[config.mk]
export PLATFORM = sky130hd
export DESIGN_NAME = ep_tx_bank
export DESIGN_NICKNAME = d
export VERILOG_FILES = /design/src/rtl/ep_tx_pkg.sv /design/src/rtl/ep_fifo.sv /design/src/rtl/ep_cpu_dec.sv /design/src/rtl/ep_pop_port.sv /design/src/rtl/ep_tx_bank.sv
export SDC_FILE = /design/constraint.sdc
export NUM_CORES = 1
export LEC_CHECK = 0
export BUFFER_PORTS_ARGS = -buffer_cell sky130_fd_sc_hd__buf_2
export CAP_MARGIN = 20
export CORE_MARGIN = 4
export CORE_UTILIZATION = 50
export DETAILED_ROUTE_END_ITERATION = 8
export PLACE_DENSITY = 0.81
export SETUP_SLACK_MARGIN = 0.02
export SYNTH_ARGS = -nofsm -noshare
export SYNTH_HDL_FRONTEND = slang
export SYNTH_SLANG_ARGS = --single-unit
[constraint.sdc]
create_clock -name clk_i -period 2.15 [get_ports clk_i]
set_input_delay 0.1075 -clock clk_i [delete_from_list [all_inputs] [get_ports clk_i]]
set_output_delay 0.1075 -clock clk_i [all_outputs]
set_load 0.02 [all_outputs]
[src/rtl/ep_tx_pkg.sv]
package ep_tx_pkg;
  localparam int DW     = 8;
  localparam int NUM_EP = 3;
  localparam int EPW    = 2;
  localparam int AW     = 2;
  localparam int CTRL_EN_BIT = 0;

  typedef enum logic [AW-1:0] {
    REG_SEL  = 2'd0,
    REG_DATA = 2'd1,
    REG_CTRL = 2'd2,
    REG_RSVD = 2'd3
  } reg_addr_e;
endpackage

[src/rtl/ep_fifo.sv]
module ep_fifo #(
  parameter int DEPTH = 8,
  parameter int DW    = 8,
  parameter int CW    = 4
) (
  input  logic          clk_i,
  input  logic          rst_ni,
  input  logic          push_i,
  input  logic [DW-1:0] wdata_i,
  input  logic          pop_i,
  output logic [DW-1:0] head_o,
  output logic [CW-1:0] count_o,
  output logic          full_o,
  output logic          empty_o
);
  localparam int PW = (DEPTH > 1) ? $clog2(DEPTH) : 1;
  localparam logic [PW-1:0] LAST = PW'(DEPTH - 1);

  logic [DW-1:0] mem [DEPTH];
  logic [PW-1:0] wr_ptr_q, rd_ptr_q;
  logic [CW-1:0] cnt_q;
  logic          push_ok, pop_ok;

  assign full_o  = (cnt_q == CW'(DEPTH));
  assign empty_o = (cnt_q == '0);
  assign push_ok = push_i & ~full_o;
  assign pop_ok  = pop_i & ~empty_o;
  assign head_o  = mem[rd_ptr_q];
  assign count_o = cnt_q;

  function automatic logic [PW-1:0] bump(input logic [PW-1:0] p);
    return (p == LAST) ? '0 : p + PW'(1);
  endfunction

  always_ff @(posedge clk_i) begin
    if (push_ok) mem[wr_ptr_q] <= wdata_i;
  end

  always_ff @(posedge clk_i or negedge rst_ni) begin
    if (!rst_ni) begin
      wr_ptr_q <= '0;
      rd_ptr_q <= '0;
      cnt_q    <= '0;
    end else begin
      if (push_ok) wr_ptr_q <= bump(wr_ptr_q);
      if (pop_ok)  rd_ptr_q <= bump(rd_ptr_q);
      case ({push_ok, pop_ok})
        2'b10:   cnt_q <= cnt_q + CW'(1);
        2'b01:   cnt_q <= cnt_q - CW'(1);
        default: cnt_q <= cnt_q;
      endcase
    end
  end
endmodule

[src/rtl/ep_cpu_dec.sv]
module ep_cpu_dec
  import ep_tx_pkg::*;
(
  input  logic              clk_i,
  input  logic              rst_ni,
  input  logic              we_i,
  input  logic [AW-1:0]     addr_i,
  input  logic [DW-1:0]     wdata_i,
  output logic [NUM_EP-1:0] push_o,
  output logic [NUM_EP-1:0] ctrl_we_o,
  output logic              ctrl_en_o,
  output logic              sel_valid_o
);
  logic [DW-1:0] sel_q;

  always_ff @(posedge clk_i or negedge rst_ni) begin
    if (!rst_ni) sel_q <= '0;
    else if (we_i && addr_i == REG_SEL) sel_q <= wdata_i;
  end

  assign sel_valid_o = (sel_q >= DW'(1)) && (sel_q <= DW'(NUM_EP));
  assign ctrl_en_o   = wdata_i[CTRL_EN_BIT];

  for (genvar i = 0; i < NUM_EP; i++) begin : g_hit
    logic hit;
    assign hit          = (sel_q == DW'(i + 1));
    assign push_o[i]    = hit & we_i & (addr_i == REG_DATA);
    assign ctrl_we_o[i] = hit & we_i & (addr_i == REG_CTRL);
  end
endmodule

[src/rtl/ep_pop_port.sv]
module ep_pop_port
  import ep_tx_pkg::*;
(
  input  logic                 clk_i,
  input  logic                 rst_ni,
  input  logic                 pop_i,
  input  logic [EPW-1:0]       pop_ep_i,
  input  logic [NUM_EP*DW-1:0] head_i,
  input  logic [NUM_EP-1:0]    empty_i,
  output logic [NUM_EP-1:0]    pop_hit_o,
  output logic [DW-1:0]        data_o,
  output logic                 err_o
);
  logic [DW-1:0] head_sel;

  always_comb begin
    head_sel = '0;
    for (int i = 0; i < NUM_EP; i++) begin
      pop_hit_o[i] = pop_i && (pop_ep_i == EPW'(i + 1)) && !empty_i[i];
      if (pop_hit_o[i]) head_sel = head_i[i*DW +: DW];
    end
  end

  always_ff @(posedge clk_i or negedge rst_ni) begin
    if (!rst_ni) begin
      data_o <= '0;
      err_o  <= 1'b0;
    end else if (pop_i) begin
      data_o <= (|pop_hit_o) ? head_sel : '0;
      err_o  <= ~(|pop_hit_o);
    end else begin
      err_o  <= 1'b0;
    end
  end
endmodule

[src/rtl/ep_tx_bank.sv]
module ep_tx_bank
  import ep_tx_pkg::*;
#(
  parameter int DEPTH1 = 8,
  parameter int DEPTH2 = 6,
  parameter int DEPTH3 = 2
) (
  input  logic              clk_i,
  input  logic              rst_ni,
  input  logic              cpu_we_i,
  input  logic [AW-1:0]     cpu_addr_i,
  input  logic [DW-1:0]     cpu_wdata_i,
  input  logic              pop_i,
  input  logic [EPW-1:0]    pop_ep_i,
  output logic [DW-1:0]     pop_data_o,
  output logic              pop_err_o,
  output logic [NUM_EP-1:0] ready_o,
  output logic [NUM_EP*($clog2(((DEPTH1 > DEPTH2 ? DEPTH1 : DEPTH2) > DEPTH3 ?
                (DEPTH1 > DEPTH2 ? DEPTH1 : DEPTH2) : DEPTH3) + 1))-1:0] count_o,
  output logic [NUM_EP-1:0] overflow_o
);
  localparam int MAXD12 = (DEPTH1 > DEPTH2) ? DEPTH1 : DEPTH2;
  localparam int MAXD   = (MAXD12 > DEPTH3) ? MAXD12 : DEPTH3;
  localparam int CW     = $clog2(MAXD + 1);

  logic [NUM_EP-1:0]    push_req, ctrl_we, pop_hit, full, empty;
  logic                 ctrl_en, sel_valid;
  logic [NUM_EP*DW-1:0] heads;

  ep_cpu_dec u_dec (
    .clk_i      (clk_i),
    .rst_ni     (rst_ni),
    .we_i       (cpu_we_i),
    .addr_i     (cpu_addr_i),
    .wdata_i    (cpu_wdata_i),
    .push_o     (push_req),
    .ctrl_we_o  (ctrl_we),
    .ctrl_en_o  (ctrl_en),
    .sel_valid_o(sel_valid)
  );

  for (genvar i = 0; i < NUM_EP; i++) begin : g_ep
    localparam int D = (i == 0) ? DEPTH1 : (i == 1) ? DEPTH2 : DEPTH3;
    logic          ready_q, ovf_q, push_ok;
    logic [CW-1:0] cnt;

    // CPU is locked out of a ready endpoint; full drops the byte and flags it
    assign push_ok = push_req[i] & ~ready_q & ~full[i];

    ep_fifo #(.DEPTH(D), .DW(DW), .CW(CW)) u_fifo (
      .clk_i  (clk_i),
      .rst_ni (rst_ni),
      .push_i (push_ok),
      .wdata_i(cpu_wdata_i),
      .pop_i  (pop_hit[i]),
      .head_o (heads[i*DW +: DW]),
      .count_o(cnt),
      .full_o (full[i]),
      .empty_o(empty[i])
    );

    always_ff @(posedge clk_i or negedge rst_ni) begin
      if (!rst_ni) begin
        ready_q <= 1'b0;
        ovf_q   <= 1'b0;
      end else begin
        if (push_req[i] && !ready_q && full[i]) ovf_q <= 1'b1;
        if (ctrl_we[i])                              ready_q <= ctrl_en;
        else if (pop_hit[i] && cnt == CW'(1))        ready_q <= 1'b0;
      end
    end

    assign ready_o[i]           = ready_q;
    assign overflow_o[i]        = ovf_q;
    assign count_o[i*CW +: CW]  = cnt;
  end

  ep_pop_port u_pop (
    .clk_i    (clk_i),
    .rst_ni   (rst_ni),
    .pop_i    (pop_i),
    .pop_ep_i (pop_ep_i),
    .head_i   (heads),
    .empty_i  (empty),
    .pop_hit_o(pop_hit),
    .data_o   (pop_data_o),
    .err_o    (pop_err_o)
  );
endmodule

# Yosys cells after proc, flatten, opt, wreduce, memory -nomap -nowiden
# Memories as Yosys holds them, arrays and structs flattened.
# Index checks and enable logic that the tools add are counted.
[totals] reg_bits=49 mem_bits_rw=128 output_inout_bits=27 mem_count=3
[op_classes] add_sub_neg=12 eq_ne=24 n_mux=26 bitwise=31 reduce_logical=33
[mem_list] memory="g_ep[0].u_fifo.mem" depth=8 word_bits=8 rd=1 rd_clocked_by_memory_dff=0 write_ports=1 line_no="ep_fifo.sv:19" rtl="logic [DW-1:0] mem [DEPTH];"
[mem_list] memory="g_ep[1].u_fifo.mem" depth=6 word_bits=8 rd=1 rd_clocked_by_memory_dff=0 write_ports=1 line_no="ep_fifo.sv:19"
[mem_list] memory="g_ep[2].u_fifo.mem" depth=2 word_bits=8 rd=1 rd_clocked_by_memory_dff=0 write_ports=1 line_no="ep_fifo.sv:19"
[op_table] op="$mux W8" n=4
[op_table] op="$pmux W4 S2" n=3
[op_table] op="$and A1 B1 Y1" n=21
[op_table] op="$eq A8 B2 Y1 const B" n=2
[op_table] op="$logic_and A1 B1 Y1" n=16
[op_table] op="$mux W1" n=15
[op_table] op="$add A3 B1 Y3 const B" n=4
[op_table] op="$add A4 B1 Y4 const B" n=3
[op_table] op="$eq A2 B2 Y1 const B" n=6
[op_table] op="$eq A3 B3 Y1 const B" n=4
[op_table] op="$eq A4 B1 Y1 const B" n=3
[op_table] op="$logic_not A4 Y1" n=3
[op_table] op="$mux W3" n=4
[op_table] op="$reduce_bool A2 Y1" n=6
[op_table] op="$sub A4 B1 Y4 const B" n=3
[op_table] op="$eq A2 B1 Y1 const B" n=5
[op_table] op="$not A1 Y1" n=10
[op_table] op="$eq A8 B1 Y1 const B" n=1
[op_table] op="$logic_not A1 Y1" n=6
[op_table] op="$eq A4 B2 Y1 const B" n=1
[op_table] op="$eq A4 B3 Y1 const B" n=1
[op_table] op="$eq A4 B4 Y1 const B" n=1
[op_table] op="$reduce_or A3 Y1" n=1
[op_table] op="$add A1 B1 Y1 const B" n=2
[op_table] op="$logic_not A2 Y1" n=1

# Depth between registers and ports, before layout
[logic_depth] ltp_word=8 depth_mapped=9

# Hierarchy
# From an unflattened synthesis, not the netlist that was laid out.
[hier_totals] hier_cells=491 hier_area_um2=8000.2
[modules_own_cells] module="ep_fifo (g_ep[0].u_fifo)" instances=1 cells_per_inst=163 area_each_um2=3216.8 seq_area_each_um2=2172.1
[modules_own_cells] module="ep_fifo (g_ep[1].u_fifo)" instances=1 cells_per_inst=144 area_each_um2=2432.3 seq_area_each_um2=1691.6
[modules_own_cells] module="ep_fifo (g_ep[2].u_fifo)" instances=1 cells_per_inst=66 area_each_um2=999.7 seq_area_each_um2=630.6
[modules_own_cells] module="ep_pop_port" instances=1 cells_per_inst=52 area_each_um2=571.8 seq_area_each_um2=225.2
[modules_own_cells] module="ep_cpu_dec" instances=1 cells_per_inst=33 area_each_um2=434.2 seq_area_each_um2=200.2
[modules_own_cells] module="ep_tx_bank" instances=1 cells_per_inst=33 area_each_um2=345.3 seq_area_each_um2=150.1

# Worst setup path before layout
# OpenSTA, ideal clock, no wires.
[synth_path] path_type="flip-flop to flip-flop" startpoint="reg u_dec.sel_q[5]" endpoint="mem g_ep[0].u_fifo.mem[0][0], enable pin" setup_ns=0.395 arrival_ns=1.995 required_ns=1.755 path_slack_ns=-0.239 path_stages_with_launch=5 path_buffers=0 synth_period_minus_slack_ns=2.389 cell_sequence="dfrtp_1 > nor4_4 > and4_2 > nand3_2 > nor4_1"
[synth_via] elab_chain_len=8
[synth_rtl] element="start: declaration" line_no="ep_cpu_dec.sv:14" rtl="logic [DW-1:0] sel_q;"
[synth_rtl] element="start signal: assignment" line_no="ep_cpu_dec.sv:18" rtl="else if (we_i && addr_i == REG_SEL) sel_q <= wdata_i;"
[synth_rtl] element="$eq A8 B1 Y1" line_no="ep_cpu_dec.sv:26" rtl="assign hit = (sel_q == DW'(i + 1));"
[synth_rtl] element="$and A1 B1 Y1 (2 in a row)" line_no="ep_cpu_dec.sv:27" rtl="assign push_o[i] = hit & we_i & (addr_i == REG_DATA);"
[synth_rtl] element="$and A1 B1 Y1 (2 in a row)" line_no="ep_tx_bank.sv:48" rtl="assign push_ok = push_req[i] & ~ready_q & ~full[i];"
[synth_rtl] element="$and A1 B1 Y1" line_no="ep_fifo.sv:26" rtl="assign push_ok = push_i & ~full_o;"
[synth_rtl] element="$mux W1" line_no="ep_fifo.sv:36" rtl="if (push_ok) mem[wr_ptr_q] <= wdata_i;"
[synth_rtl] element="$mux W1 (implied by the code)" line_no="ep_fifo.sv:36"
[synth_rtl] element="end: declaration" line_no="ep_fifo.sv:19"
# No other way between the ends.

# Worst setup path in the final report
[layout_path] startpoint="reg u_dec.sel_q[5]" endpoint="reg g_ep[2].u_fifo.cnt_q[3]"
[layout_via] elab_chain_len=8 word_cells_on_any_way=10 cone_classes="eq/ne: 3; mux: 1; bitwise: 5; reduce/logical: 1"
[layout_rtl] element="$eq A8 B2 Y1 (*)" line_no="ep_cpu_dec.sv:26"
[layout_rtl] element="$and A1 B1 Y1 (*) (2 in a row)" line_no="ep_cpu_dec.sv:27"
[layout_rtl] element="$and A1 B1 Y1 (*) (2 in a row)" line_no="ep_tx_bank.sv:48"
[layout_rtl] element="$and A1 B1 Y1 (*)" line_no="ep_fifo.sv:26"
[layout_rtl] element="$eq A2 B1 Y1 / $eq A2 B2 Y1 (equally long branches)" line_no="ep_fifo.sv:47" rtl="case ({push_ok, pop_ok})"
[layout_rtl] element="$pmux W4 S2 / $reduce_bool A2 Y1 (equally long branches)"
[layout_rtl] element="end signal: assignment" line_no="ep_fifo.sv:48" rtl="2'b10: cnt_q <= cnt_q + CW'(1);"
[layout_rtl] element="end signal: assignment" line_no="ep_fifo.sv:49" rtl="2'b01: cnt_q <= cnt_q - CW'(1);"
[layout_rtl] element="end signal: assignment" line_no="ep_fifo.sv:50" rtl="default: cnt_q <= cnt_q;"
[layout_rtl] element="end: declaration" line_no="ep_fifo.sv:21" rtl="logic [CW-1:0] cnt_q;"
# Every way passes the cells marked *; elsewhere a longest branch is shown, timed or not.
# A chain may end at the register's enable or synchronous reset.

==> impl_metrics.env <==
export IMPL_status="finished, final reports clean"
export IMPL_setup_worst_path_start_class="flip-flop"
export IMPL_syn_area_per_cell_sq_um=16.6
export IMPL_antenna_left=0
export IMPL_clock_sinks=177
export IMPL_finClkSkew_ps=8.20
export IMPL_setup_violations=0
export IMPL_grt_use_total_pct=18.6
export IMPL_ys_flop_type="edfxtp_1"
export IMPL_drive_gt1_share_pct=35.4
export IMPL_htree_levels=4
export IMPL_tightestPinTransition_ps=741
export IMPL_vdd_ir_drop_worst_uv=662
export IMPL_port_buffers=42
export IMPL_cp_arrival_ps=2410
export IMPL_end_kind="flip-flop"
export IMPL_final_util_pct=60.4
export IMPL_fmax_mhz=486
export IMPL_synth_most_common_cell="edfxtp_1"
export IMPL_drc=0
export IMPL_crit_type="flip-flop to flip-flop"
export IMPL_p_leak_nw=3.22
export IMPL_syn_cell_area_sq_um=7490
export IMPL_n_antenna_cell=0
export IMPL_drtIter0Drc=297
export IMPL_start_util_pct=51.3
export IMPL_grt_pass1_vias=4240
export IMPL_clockBufferDepth=2
export IMPL_synth_compound_area_share_pct=3.88
export IMPL_coreArea_sq_um=14600
export IMPL_synthSimpleGateAreaFrac_pct=6.43
export IMPL_place_hpwl_mm=9.58
export IMPL_grt_max_degree=50
export IMPL_ys_top_cells_by_area="edfxtp_1 (51%), dfrtp_1 (16%), mux4_2 (5.7%)"
export IMPL_viasPerCell=5.75
export IMPL_core_rowCount=44
export IMPL_die_area_sq_um=17000
export IMPL_numCtsBuffers=17
export IMPL_ys_seq_elements=177
export IMPL_syn_inst=452
export IMPL_synth_top_family_by_area="multiplexers"
export IMPL_root_buffer="clkbuf_16"
export IMPL_fp_dieW_um=130
export IMPL_hp_class="input pin to flip-flop"
export IMPL_yosysTopAreaCell="edfxtp_1"
export IMPL_die_h_um=130
export IMPL_vias=4138
export IMPL_first_pass_iters=5
export IMPL_async_flop_share_pct=27.7
export IMPL_grt_first_pass_wirelength_mm=23.2
export IMPL_maxCapViolations=0
export IMPL_power_mw=9.75
export IMPL_powerDensity_nw_per_um2=1110
export IMPL_rsz0062_at_grt="yes"
export IMPL_cts_tree="done"
export IMPL_slew_limit_headroom_pct=50.6
export IMPL_num_nets_final=557
export IMPL_synth_cell_types=48
export IMPL_antenna_found_initial=0
export IMPL_io_pin_count=43
export IMPL_synth_xor_area_share_pct=1.87
export IMPL_synth_edf_count=128
export IMPL_grt_ovfl_total=0
export IMPL_routabilityCongestion=0.853
export IMPL_period_share_pct=95.7
export IMPL_area_growth_pct=17.7
export IMPL_yosys_warnings=0
export IMPL_synthAdderAreaFrac_pct=3.01
export IMPL_crit_required_ps=2500
export IMPL_synthMuxAreaShare_pct=14.5
export IMPL_clkTransAtPathRegs_ps=60
export IMPL_wl_mm=14.6
export IMPL_syn_num_nets=486
export IMPL_synth_top_cells_by_count="edfxtp_1 (128), dfrtp_1 (49), mux2_2 (37), nand2_1 (28), nor2_1 (22)"
export IMPL_final_hold_violation_count=0
export IMPL_drt_wirelength_per_cell_um=20.3
export IMPL_maxSlewViolCount=0
export IMPL_netlist_area_leader_share_pct=51.3
export IMPL_ys_seq_area_share_pct=67.7
export IMPL_layout_min_cycle_time_ps=2060
export IMPL_clkLatencyLatePin_ps=430
export IMPL_path_max_fanout=4
==> registers in the layout, indices dropped and copies added, names as in the netlist <==
name                  count
u_pop.err_o               1
u_dec.sel_q               8
g_ep.ovf_q                3
g_ep.u_fifo.count_o      12
g_ep.u_fifo.rd_ptr_q      7
g_ep.u_fifo.wr_ptr_q      7
u_pop.data_o              8
g_ep.ready_q              3
g_ep.u_fifo.mem         128
==> timing repair <==
action | in CTS | in global routing
hold endpoints to repair | 49 | 0
setup endpoints to repair | 17 | 116
pin swaps | 4 | 7
buffers inserted | 1 | 3
hold buffers | 1 | 0
gates resized for setup | 7 | 24
==> power breakdown <==
group	leakage [nW]	total, mW	internal [mW]	switching, mW
Clock	0.270	3.01	1.72	1.29
Sequential	1.77	4.40	3.93	0.476
Combinational	1.18	2.33	1.19	1.14
==> area by class of cell <==
class | count | area [sq um]
fill | 1008 | 5770
sequential | 177 | 5070
multi-input combinational | 238 | 2370
timing repair buffer | 75 | 510
clock buffer | 17 | 425
tap | 184 | 230
clock inverter | 15 | 159
inverter | 14 | 52.6
==> metal layers <==
metal / track usage [%] / wire (um) / up-vias
met2: 30.4 / 7490 / 127
met1: 25.1 / 6150 / 2110
met5: 0 / 0 / -
li1: - / - / 1881
met4: 5.63 / 194 / 0
met3: 4.63 / 803 / 20
==> final timing paths <==
path | depth (start not counted) | to | from | slack [ps]
min | 4 | g_ep[1].ready_q | cpu_addr_i[0] | 50
max in group asynchronous | 3 | g_ep[2].u_fifo.rd_ptr_q | rst_ni | 1360
min in group asynchronous | 3 | g_ep[0].u_fifo.count_o[2] | rst_ni | 340
max reg2reg | 7 | g_ep[2].u_fifo.count_o[3] | u_dec.sel_q[5] | 90
min reg2reg | 1 | g_ep[0].ovf_q | g_ep[0].ovf_q | 480
max | 7 | g_ep[2].u_fifo.count_o[3] | u_dec.sel_q[5] | 90
==> placed cells by master, fill, tap and decap left out, types with 4 or more instances in the layout <==
master        n
o22ai_1       8
mux4_2       19
xnor2_1       9
clkinvlp_4    5
mux4_1        5
mux2i_1      11
ha_1         15
o211ai_1      6
inv_1        14
nor2_1       21
dfrtp_1      49
nor4_4        5
nand3_1       4
buf_6        10
mux2_2       37
clkbuf_16    17
nand4_1       4
nand2_1      28
a31oi_1       8
xor2_1        7
buf_4        21
buf_2        42
edfxtp_1    128
o21ai_0       4
==> worst max-delay path, cell delays in order (launching register included) <==
cell	delay (ps)
dfrtp_1	410
nor4_4	310
nand4_1	160
a2111o_1	370
ha_4	200
nand4b_1	200
a21oi_2	180
xor2_1	160
==> metrics by stage <==
step                      setup TNS (ps)  cells  hold WS (ps)  cell area (sq um)  worst slack, ps
after detailed placement            -115    683           279               8040             -115
final                                  0    720          54.1               8820             92.9
after global placement             -11.5    683           271               8040            -11.5
after global routing               -26.4    720          67.7               8820            -7.38
after CTS                              0    717          35.8               8670             20.0
after floorplan                   -11050    452          -188               7520             -230
==> kinds of logic (layout without fill, tap and decap cells) <==
logic type / count (synthesis) / in the layout
compound gates: 41 / 41
mux: 72 / 72
buf+inv: 37 / 121
simple gates: 91 / 91
xor+xnor: 16 / 16
fa+ha+maj: 18 / 18
flops: 177 / 177
Power figures use the tool's default switching activity.
